## config.mk

```make
export PLATFORM = sky130hd
export DESIGN_NAME = statguard_top
export DESIGN_NICKNAME = d
export VERILOG_FILES = /design/src/rtl/statguard_pkg.sv /design/src/rtl/sg_latch.sv /design/src/rtl/sg_range.sv /design/src/rtl/sg_policy.sv /design/src/rtl/statguard_top.sv
export SDC_FILE = /design/constraint.sdc
export NUM_CORES = 1
export LEC_CHECK = 0
export BUFFER_PORTS_ARGS = -buffer_cell sky130_fd_sc_hd__buf_2
export CORE_AREA = 2 2 39 41
export DETAILED_ROUTE_END_ITERATION = 6
export DIE_AREA = 0 0 41 43
export SYNTH_ARGS = -nofsm -noshare
export SYNTH_HDL_FRONTEND = slang
export SYNTH_SLANG_ARGS = --single-unit
```

## constraint.sdc

```tcl
create_clock -name clk -period 2.4 [get_ports clk]
set_input_delay 0 -clock clk [delete_from_list [all_inputs] [get_ports clk]]
set_output_delay 0 -clock clk [all_outputs]
set_load 0.05 [all_outputs]
```

## src/rtl/statguard_pkg.sv

```systemverilog
package statguard_pkg;
    localparam int NV_W = 6;
    localparam int WPEN_IDX = 5;

    typedef struct packed {
        logic              wel;
        logic [NV_W-1:0]   nv;
    } sg_state_t;
endpackage

```

## src/rtl/sg_latch.sv

```systemverilog
module sg_latch
    import statguard_pkg::*;
#(
    parameter logic [NV_W-1:0] NV_INIT = '0
) (
    input  logic            clk,
    input  logic            rst_n,
    input  logic            cmd_wren,
    input  logic            cmd_wrdi,
    input  logic            cmd_wrsr,
    input  logic [NV_W-1:0] wrsr_bits,
    input  logic            cmd_wr_end,
    input  logic            sr_allow,
    output logic            wel,
    output logic [NV_W-1:0] nv
);
    sg_state_t       st_d;
    logic            wel_q;
    logic [NV_W-1:0] nv_q = NV_INIT;
    logic            clear_evt;

    always_comb begin
        st_d.wel  = wel_q;
        st_d.nv   = nv_q;
        clear_evt = cmd_wrdi | cmd_wrsr | cmd_wr_end;
        if (cmd_wrsr && sr_allow) begin
            st_d.nv = wrsr_bits;
        end
        if (clear_evt) begin
            st_d.wel = 1'b0;
        end else if (cmd_wren) begin
            st_d.wel = 1'b1;
        end
    end

    always_ff @(posedge clk) begin
        nv_q <= st_d.nv;
    end

    always_ff @(posedge clk or negedge rst_n) begin
        if (!rst_n) begin
            wel_q <= 1'b0;
        end else begin
            wel_q <= st_d.wel;
        end
    end

    assign wel = wel_q;
    assign nv  = nv_q;


    wren_sets_chk: assert property (@(posedge clk) disable iff (!rst_n)
        (cmd_wren && !cmd_wrdi && !cmd_wrsr && !cmd_wr_end) |=> wel_q);

    clear_wins_chk: assert property (@(posedge clk) disable iff (!rst_n)
        (cmd_wrdi || cmd_wrsr || cmd_wr_end) |=> !wel_q);

    nv_hold_chk: assert property (@(posedge clk) disable iff (!rst_n)
        !(cmd_wrsr && sr_allow) |=> $stable(nv_q));
endmodule

```

## src/rtl/sg_range.sv

```systemverilog
module sg_range #(
    parameter int ADDR_W = 13
) (
    input  logic [ADDR_W-1:0] addr,
    input  logic [1:0]        bp,
    output logic              prot
);
    localparam int TOP = ADDR_W - 1;

    always_comb begin
        unique case (bp)
            2'b00: prot = 1'b0;
            2'b01: prot = addr[TOP] & addr[TOP-1];
            2'b10: prot = addr[TOP];
            default: prot = 1'b1;
        endcase
    end


    always_comb begin
        if (bp != 2'b00 && (&addr)) begin
            top_addr_prot_chk: assert (prot);
        end
    end
endmodule

```

## src/rtl/sg_policy.sv

```systemverilog
module sg_policy (
    input  logic wel,
    input  logic wpen,
    input  logic wp_pin,
    input  logic prot,
    output logic mem_ok,
    output logic sr_ok
);
    always_comb begin
        mem_ok = wel & ~prot;
        sr_ok  = wel & (~wpen | wp_pin);
    end
endmodule

```

## src/rtl/statguard_top.sv

```systemverilog
module statguard_top
    import statguard_pkg::*;
#(
    parameter int              ADDR_W  = 13,
    parameter logic [NV_W-1:0] NV_INIT = '0
) (
    input  logic              clk,
    input  logic              rst_n,
    input  logic              cmd_wren,
    input  logic              cmd_wrdi,
    input  logic              cmd_wrsr,
    input  logic [7:0]        wrsr_data,
    input  logic              cmd_wr_end,
    input  logic              wp_pin,
    input  logic [ADDR_W-1:0] query_addr,
    output logic [7:0]        status_byte,
    output logic              mem_wr_ok,
    output logic              sr_wr_ok
);
    logic            wel;
    logic [NV_W-1:0] nv;
    logic            prot;
    logic            unused_lowbits;

    assign unused_lowbits = ^wrsr_data[1:0];

    sg_latch #(.NV_INIT(NV_INIT)) u_latch (
        .clk       (clk),
        .rst_n     (rst_n),
        .cmd_wren  (cmd_wren),
        .cmd_wrdi  (cmd_wrdi),
        .cmd_wrsr  (cmd_wrsr),
        .wrsr_bits (wrsr_data[7:2]),
        .cmd_wr_end(cmd_wr_end),
        .sr_allow  (sr_wr_ok),
        .wel       (wel),
        .nv        (nv)
    );

    sg_range #(.ADDR_W(ADDR_W)) u_range (
        .addr(query_addr),
        .bp  (nv[1:0]),
        .prot(prot)
    );

    sg_policy u_policy (
        .wel   (wel),
        .wpen  (nv[WPEN_IDX]),
        .wp_pin(wp_pin),
        .prot  (prot),
        .mem_ok(mem_wr_ok),
        .sr_ok (sr_wr_ok)
    );

    assign status_byte = {nv, wel, 1'b0};


    latch_low_blocks_chk: assert property (@(posedge clk) disable iff (!rst_n)
        !status_byte[1] |-> (!mem_wr_ok && !sr_wr_ok));

    pin_gate_chk: assert property (@(posedge clk) disable iff (!rst_n)
        (status_byte[7] && !wp_pin) |-> !sr_wr_ok);

    wrsr_clears_chk: assert property (@(posedge clk) disable iff (!rst_n)
        cmd_wrsr |=> !status_byte[1]);
endmodule

```

==> results of run 1 <==
layer usage:
layer | GRT usage, % | share of wire [%]
met1 | 5.02 | 36
met2 | 13.8 | 45
met3 | 8.38 | 19
met4 | 4.00 | 0
met5 | 0 | 0
critical path: stages:
cell and delay, ps:
dlygate4sd3_1 530, buf_2 120, nor4_2 230, dlygate4sd3_1 580
power breakdown:
part	internal, W	total (W)	switching (W)	leakage (nW)
Clock	0.0000632	0.000103	0.0000395	0.0150
Sequential	0.000134	0.000135	0.000000766	0.0678
Combinational	0.0000199	0.0000384	0.0000185	0.161
Total	0.000217	0.000276	0.0000588	0.244
placed cells by master (no fill, tap or decap):
master,n
buf_2,23
dlygate4sd3_1,9
edfxtp_1,6
clkbuf_4,3
and3_1,2
nand2b_1,1
and2_1,1
o21ai_1,1
nand3_1,1
nor2_1,1
nor4_2,1
conb_1,1
clkbuf_1,1
dfrtp_1,1
how the worst min path moves through the flow:
stage	end	cells past startpoint
4_1_cts	u_latch.wel$_DFFE_PN0P_	2
2_1_floorplan	u_latch.wel$_DFFE_PN0P_	0
3_5_place_dp	u_latch.wel$_DFFE_PN0P_	1
5_1_grt	u_latch.wel$_DFFE_PN0P_	2
3_3_place_gp	u_latch.wel$_DFFE_PN0P_	1
6_report	u_latch.wel$_DFFE_PN0P_	2
kinds of logic after synthesis:
group | Yosys count | synth area share [%]
other | 1 | 1.33
buffers and inverters | 3 | 7.96
AOI/OAI and AO/OA | 1 | 1.77
DFF | 7 | 72.6
and+or+nand+nor | 7 | 16.4
final cells by class:
type / count / area (sq um) / share of cell area (%)
clock buffers: 4 / 26.3 / 5.13
multi-input cells: 9 / 55.1 / 10.8
flip-flops and latches: 7 / 205 / 40.1
well taps: 16 / 20.0 / 3.91
repair buffers: 32 / 205 / 40.1
flip-flops by register name (all words and copies together) (netlist names):
signal       flops
u_latch.nv       6
u_latch.wel      1
metrics by stage:
stage | total power, W | hold slack (ps)
5_1_grt | 0.000289 | 69.3
3_5_place_dp | 0.000165 | -225
2_1_floorplan | 0.000153 | -296
6_report | 0.000276 | 77.4
3_3_place_gp | 0.000164 | -225
4_1_cts | 0.000282 | 58.8
==> metrics.md, run 1 <==
| Metric | Value |
|---|---|
| I/O Pins | `38` |
| Share of the synthesized area in the top cell type | `63.7%` |
| Synthesized area | `283 sq um` |
| Max clock buf depth | `2` |
| Area Overhead vs Synth | `81.0%` |
| Post-synthesis cell type with the largest combined area | `edfxtp_1` |
| Gr usage total | `8.23%` |
| Required @ worst endpoint | `2580 ps` |
| Final Hold Fails | `0` |
| WS Path Type | `in -> reg` |
| Yosys warning total | `0` |
| Syn_area_per_cell | `14.9 sq um` |
| Commonest register cell after synthesis | `edfxtp_1` |
| Hold Buf Count CTS | `9` |
| CP Max Fanout | `1` |
| Maxcap violations | `0` |
| Residual DRC | `0` |
| Fin crit period | `1270 ps` |
| Clk sinks | `7` |
| Register area share after synthesis | `72.6%` |
| ANT cells | `0` |
| Vias in the first global route | `257` |
| Top-count cell post-synth | `edfxtp_1` |
| Root buffer cell | `clkbuf_4` |
| Nets@finish | `81` |
| Total CTS buffers | `3` |
| Largest net degree at the start of global routing | `7` |
| Row cnt | `14` |
| Core Util, Final | `37.0%` |
| Max Slew Vio Count | `0` |
| EDFF count, synth | `6` |
| Vias | `264` |
| Reg clk slew, reported paths | `50 ps` |
| Post-Place Cells | `55` |
| Post-synth net total | `47` |
| Die width | `41 um` |
| H-tree lvl count | `1` |
| CP Launch Type | `input pin` |
| Crit path setup slack, layout | `1130 ps` |
| Worst R2R End | `u_latch.wel$_DFFE_PN0P_` |
| Outcome | `finished clean` |
| DRT antenna net count | `0` |
| R2R Path Start | `u_latch.wel$_DFFE_PN0P_` |
| Post-Place Setup Slack | `1270 ps` |
| Asr flop ratio synth | `14.3%` |
| Layout cells sized above 1 | `51.9%` |
| Initial antenna violation count | `0` |
| Setup_tns | `0 ps` |
| TritonCTS clock tree | `built` |
| Distinct cells, synth | `11` |
| Critical path capture point type | `register` |
| Initial drt markers | `1` |
| Worst-Skew Late Latency | `240 ps` |
| Crit path arrival time | `1460 ps` |
| CTS resizes | `0` |
| DR vias/cell | `3.88` |
| Fmax | `785 MHz` |
| Maximum vdd drop | `0.256 mV` |
| Number of I/O port buffers | `23` |
| Post-synth top cells | `edfxtp_1, buf_4, and3_1` |
| Core area | `1380 sq um` |
| CP endpoint | `u_latch.wel$_DFFE_PN0P_` |
| Yosys reg bits | `7` |
| First-pass GRT wire length | `883 um` |
| Die area | `1760 sq um` |
| Fill count | `139` |
| Endpoints failing setup | `0` |
| Finished Layout Cells | `68` |
| Area after DPL | `395 sq um` |
| Fin crit share | `53.1%` |
| Drt wl/cell | `9.59 um` |
| Synth top area cells | `edfxtp_1, dfrtp_1, buf_4` |
| Crit path from | `cmd_wr_end` |
| Min-Delay Path Class | `in -> async` |
| Post-CTS setup buffer count | `0` |
| Syn Inst Count | `19` |
| GP Congestion | `0.665` |
| Starting Density | `20.4%` |
| Skew final | `0.291 ps` |
| DRT Pass-1 Iters | `2` |
| Total grt overflow | `0` |
| FF-to-FF setup slack | `1150 ps` |
| Post-route cell area | `512 sq um` |
| Die height | `43 um` |
| Post-DP HPWL | `458 um` |
| Worst Reg-to-Reg Cells | `3` |
| RSZ-0062 raised after global routing | `no` |
| Power per cell area | `539 nW/um^2` |
| Final wirelength | `652 um` |
| Pleak | `0.244 nW` |
Power figures use the tool's default switching activity.
==> run 2: changes to the inputs <==
clock period = 1.26 ns   (was 2.4 ns; I/O delays follow)
==> metrics.md, run 2 (synthesis results as in run 1) <==
| Metric | Value |
|---|---|
| Outcome | `finished clean` |
| Core area | `1380 sq um` |
| Max clock buf depth | `2` |
| Maxcap violations | `0` |
| Number of I/O port buffers | `23` |
| Drt wl/cell | `10.2 um` |
| Area Overhead vs Synth | `84.5%` |
| DRT Pass-1 Iters | `2` |
| Total grt overflow | `0` |
| Post-DP HPWL | `458 um` |
| Row cnt | `14` |
| GP Congestion | `0.665` |
| Most common cell after layout, fill and taps aside | `buf_2` |
| Overall power | `0.000530 W` |
| TritonCTS clock tree | `built` |
| Reg clk slew, reported paths | `50 ps` |
| Pleak | `0.245 nW` |
| Die height | `43 um` |
| Root buffer cell | `clkbuf_4` |
| First-pass GRT wire length | `959 um` |
| ANT cells | `0` |
| Largest register FFs | `6` |
| Gr usage total | `9.04%` |
| Hold slack | `40.2 ps` |
| H-tree lvl count | `1` |
| Layout cells sized above 1 | `50.9%` |
| Nets@finish | `82` |
| Initial antenna violation count | `0` |
| CP Launch Type | `register` |
| Die width | `41 um` |
| Fin crit share | `93.3%` |
| Initial drt markers | `1` |
| Starting Density | `20.4%` |
| Most frequent cells in the layout | `buf_2, dlygate4sd3_1, edfxtp_1` |
| Max Slew Vio Count | `0` |
| Residual DRC | `0` |
| Critical path capture point type | `output pin` |
| Vias in the first global route | `278` |
| CP Max Fanout | `3` |
| CTS resizes | `0` |
| Die area | `1760 sq um` |
| Clk sinks | `7` |
| Skew final | `0.291 ps` |
| Min-Delay Path Class | `in -> reg` |
| Fill count | `135` |
| Fmax | `851 MHz` |
| DRT antenna net count | `0` |
| Fin crit period | `1180 ps` |
| WS Path Type | `reg -> out` |
| Hold Buf Count CTS | `10` |
| I/O Pins | `38` |
| Final wirelength | `704 um` |
| Power per cell area | `1020 nW/um^2` |
| Endpoints failing setup | `0` |
| Largest net degree at the start of global routing | `7` |
| Maximum vdd drop | `0.491 mV` |
| Post-CTS setup buffer count | `0` |
| Total CTS buffers | `3` |
| Required @ worst endpoint | `1260 ps` |
| DR vias/cell | `3.90` |
| Setup_tns | `0 ps` |
| Vias | `269` |
| RSZ-0062 raised after global routing | `no` |
| Crit path arrival time | `1180 ps` |
| Final Hold Fails | `0` |
| Worst-Skew Late Latency | `240 ps` |
-- run 2: cell types whose count changed in the layout (fill, tap and decap cells not counted), sizes merged --
cell	before	now
dlygate4sd3	9	10
-- run 2: critical path, cell delays in order, from the launching register on --
cell and delay [ps]:
edfxtp_1 390, o21ai_1 130, and3_1 150, buf_2 250
-- run 2: final cells by class --
class	count	area [sq um]	area share [%]
Clock buffer	4	26.3	5.04
Timing Repair Buffer	33	215	41.2
Tap cell	16	20.0	3.84
Sequential cell	7	205	39.3
Multi-Input combinational cell	9	55.1	10.6
-- run 2: worst paths after layout --
path,from,slack [ps],cells past startpoint,endpoint
min,cmd_wren,40,3,u_latch.wel$_DFFE_PN0P_
max,u_latch.nv[0]$_DFFE_PP_,80,3,mem_wr_ok
max in group asynchronous,rst_n,1100,2,u_latch.wel$_DFFE_PN0P_
max reg2reg,u_latch.nv[5]$_DFFE_PP_,160,2,u_latch.nv[2]$_DFFE_PP_
min in group asynchronous,rst_n,70,2,u_latch.wel$_DFFE_PN0P_
min reg2reg,u_latch.wel$_DFFE_PN0P_,620,2,u_latch.wel$_DFFE_PN0P_
-- run 2: stage by stage --
step	setup slack, ps	std cells	cell area [sq um]	utilization [%]
3_3_place_gp	153	55	395	28.6
4_1_cts	62.3	69	522	37.7
3_5_place_dp	135	55	395	28.6
2_1_floorplan	4.07	19	283	-
6_report	84.5	69	522	37.7
5_1_grt	7.75	69	522	37.7
-- run 2: where the power goes --
part | internal, W | leakage [nW] | switching, W
combinational | 0.0000409 | 0.163 | 0.0000361
sequential | 0.000256 | 0.0678 | 0.00000148
clock | 0.000120 | 0.0150 | 0.0000753
total | 0.000417 | 0.245 | 0.000113
-- run 2: metal layers --
| metal | track usage (%) | vias up | share of wire [%] | routed length (um) |
|---|---|---|---|---|
| li1 | - | 132 | - | - |
| met1 | 4.68 | 111 | 35 | 249 |
| met2 | 16.6 | 26 | 49 | 346 |
| met3 | 8.38 | 0 | 15 | 108 |
| met4 | 4.00 | 0 | 0 | 0 |
| met5 | 0 | - | 0 | 0 |
==> run 3: changes to the inputs <==
CTS_BUF_LIST = sky130_fd_sc_hd__clkbuf_8   (was unset)
==> metrics.md, run 3 (synthesis results as in run 1) <==
| Metric | Value |
|---|---|
| CTS resizes | `0` |
| Post-CTS setup buffer count | `0` |
| Skew final | `0.523 ps` |
| Worst R2R End | `u_latch.nv[0]$_DFFE_PP_` |
| Required @ worst endpoint | `1260 ps` |
| Most frequent cells in the layout | `buf_2, dlygate4sd3_1, edfxtp_1` |
| Register Area | `205 sq um` |
| Worst-Skew Late Latency | `220 ps` |
| TritonCTS clock tree | `built` |
| FF-to-FF setup slack | `160 ps` |
| Crit path largest cell delay | `390 ps` |
| CP Max Fanout | `3` |
| Critical-path cell list | `o21ai_1, and3_1, buf_2` |
| Crit. path cell count | `3` |
| Maximum vdd drop | `0.642 mV` |
| DRT Pass-1 Iters | `1` |
| Min-Delay Path Class | `in -> reg` |
| WP buf/inv | `1` |
| Final Hold Fails | `0` |
| Fmax | `871 MHz` |
| CP max stage cell | `edfxtp_1` |
| Power per cell area | `1170 nW/um^2` |
| Area occupied by multi-input gates | `55.1 sq um` |
| Initial antenna violation count | `0` |
| Max Slew Vio Count | `0` |
| Starting Density | `20.4%` |
| DR vias/cell | `3.87` |
| Post-Place Setup Slack | `135 ps` |
| Initial drt markers | `0` |
| Post-Place Cells | `55` |
| Total CTS buffers | `3` |
| Root buffer cell | `clkbuf_8` |
| Largest register FFs | `6` |
| Vias in the first global route | `278` |
| I/O Pins | `38` |
| Most common cell after layout, fill and taps aside | `buf_2` |
| Fin crit period | `1150 ps` |
| Overall power | `0.000630 W` |
| Crit path setup slack, layout | `112 ps` |
| CP Launch Type | `register` |
| Core area | `1380 sq um` |
| Largest net degree at the start of global routing | `7` |
| Fin crit share | `91.1%` |
| Outcome | `finished clean` |
| GP Congestion | `0.665` |
| Crit path max-delay family | `flip-flops` |
| Final wirelength | `713 um` |
| WS Path Type | `reg -> out` |
| Critical path capture point type | `output pin` |
| Maxcap violations | `0` |
| Crit path from | `u_latch.nv[0]$_DFFE_PP_` |
| Post-DP HPWL | `458 um` |
| Row cnt | `14` |
| CP endpoint | `mem_wr_ok` |
| Area Overhead vs Synth | `91.2%` |
| Reg clk slew, reported paths | `40 ps` |
| Pleak | `0.257 nW` |
| Crit path arrival time | `1150 ps` |
| Nets@finish | `82` |
| Gr usage total | `9.15%` |
| ANT cells | `0` |
| Core Util, Final | `39.1%` |
| Clk sinks | `7` |
| Die area | `1760 sq um` |
| Layout cells sized above 1 | `50.9%` |
| DRT antenna net count | `0` |
| Fill count | `130` |
| Total grt overflow | `0` |
| Finished Layout Cells | `69` |
| Residual DRC | `0` |
| Die height | `43 um` |
| Setup_tns | `0 ps` |
| Worst Reg-to-Reg Cells | `2` |
| Endpoints failing setup | `0` |
| Drt wl/cell | `10.3 um` |
| Number of I/O port buffers | `23` |
| First-pass GRT wire length | `966 um` |
| H-tree lvl count | `1` |
| R2R Path Start | `u_latch.nv[5]$_DFFE_PP_` |
| Die width | `41 um` |
| Vias | `267` |
| RSZ-0062 raised after global routing | `no` |
| Max clock buf depth | `2` |
-- run 3: cell count changes in the layout (fill, tap and decap cells not counted) --
| cell | before | now |
|---|---|---|
| clkbuf_1 | 1 | 0 |
| clkbuf_8 | 0 | 3 |
| inv_1 | 0 | 1 |
| clkbuf_4 | 3 | 0 |
-- run 3: what timing repair did --
item / CTS / global route
hold buffers: 10 / 0
hold endpoints to repair: 8 / 0
endpoints found under the setup margin: 0 / 0
-- run 3: per-layer routing --
metal | wire length, um | vias up | track usage [%]
met5 | 0 | - | 0
met4 | 0 | 0 | 4.00
met3 | 113 | 0 | 8.38
met2 | 347 | 26 | 16.6
met1 | 252 | 110 | 5.02
li1 | - | 131 | -
-- run 3: power breakdown --
part	switching (W)	internal, W	leakage, nW
sequential	0.00000148	0.000256	0.0678
combinational	0.0000361	0.0000409	0.163
clock	0.0000861	0.000210	0.0269
total	0.000124	0.000507	0.257
-- run 3: worst min-delay path by stage --
stage | startpoint | endpoint | cells past startpoint | slack (ps)
finish | cmd_wren | u_latch.wel$_DFFE_PN0P_ | 3 | 70
CTS | cmd_wren | u_latch.wel$_DFFE_PN0P_ | 3 | 60
floorplan | rst_n | u_latch.wel$_DFFE_PN0P_ | 0 | -300
global route | cmd_wren | u_latch.wel$_DFFE_PN0P_ | 3 | 100
detailed placement | rst_n | u_latch.wel$_DFFE_PN0P_ | 1 | -220
global placement | rst_n | u_latch.wel$_DFFE_PN0P_ | 1 | -220
-- run 3: worst register-to-register path, stage by stage, from the launching register on --
cell	delay (ps)
edfxtp_1	370
nand2b_1	90
and3_1	320
-- run 3: cell type report --
type,instances,share of cell area (%)
Tap cell,16,3.70
Timing Repair Buffer,33,39.8
Clock inverter,1,0.694
Multi-Input combinational cell,9,10.2
Clock buffer,3,7.64
Sequential cell,7,38.0
-- run 3: stage by stage --
stage               instance area, sq um  hold slack [ps]
floorplan                            283             -296
global placement                     395             -225
detailed placement                   395             -225
CTS                                  541             60.6
global route                         541              105
finish                               541             66.4
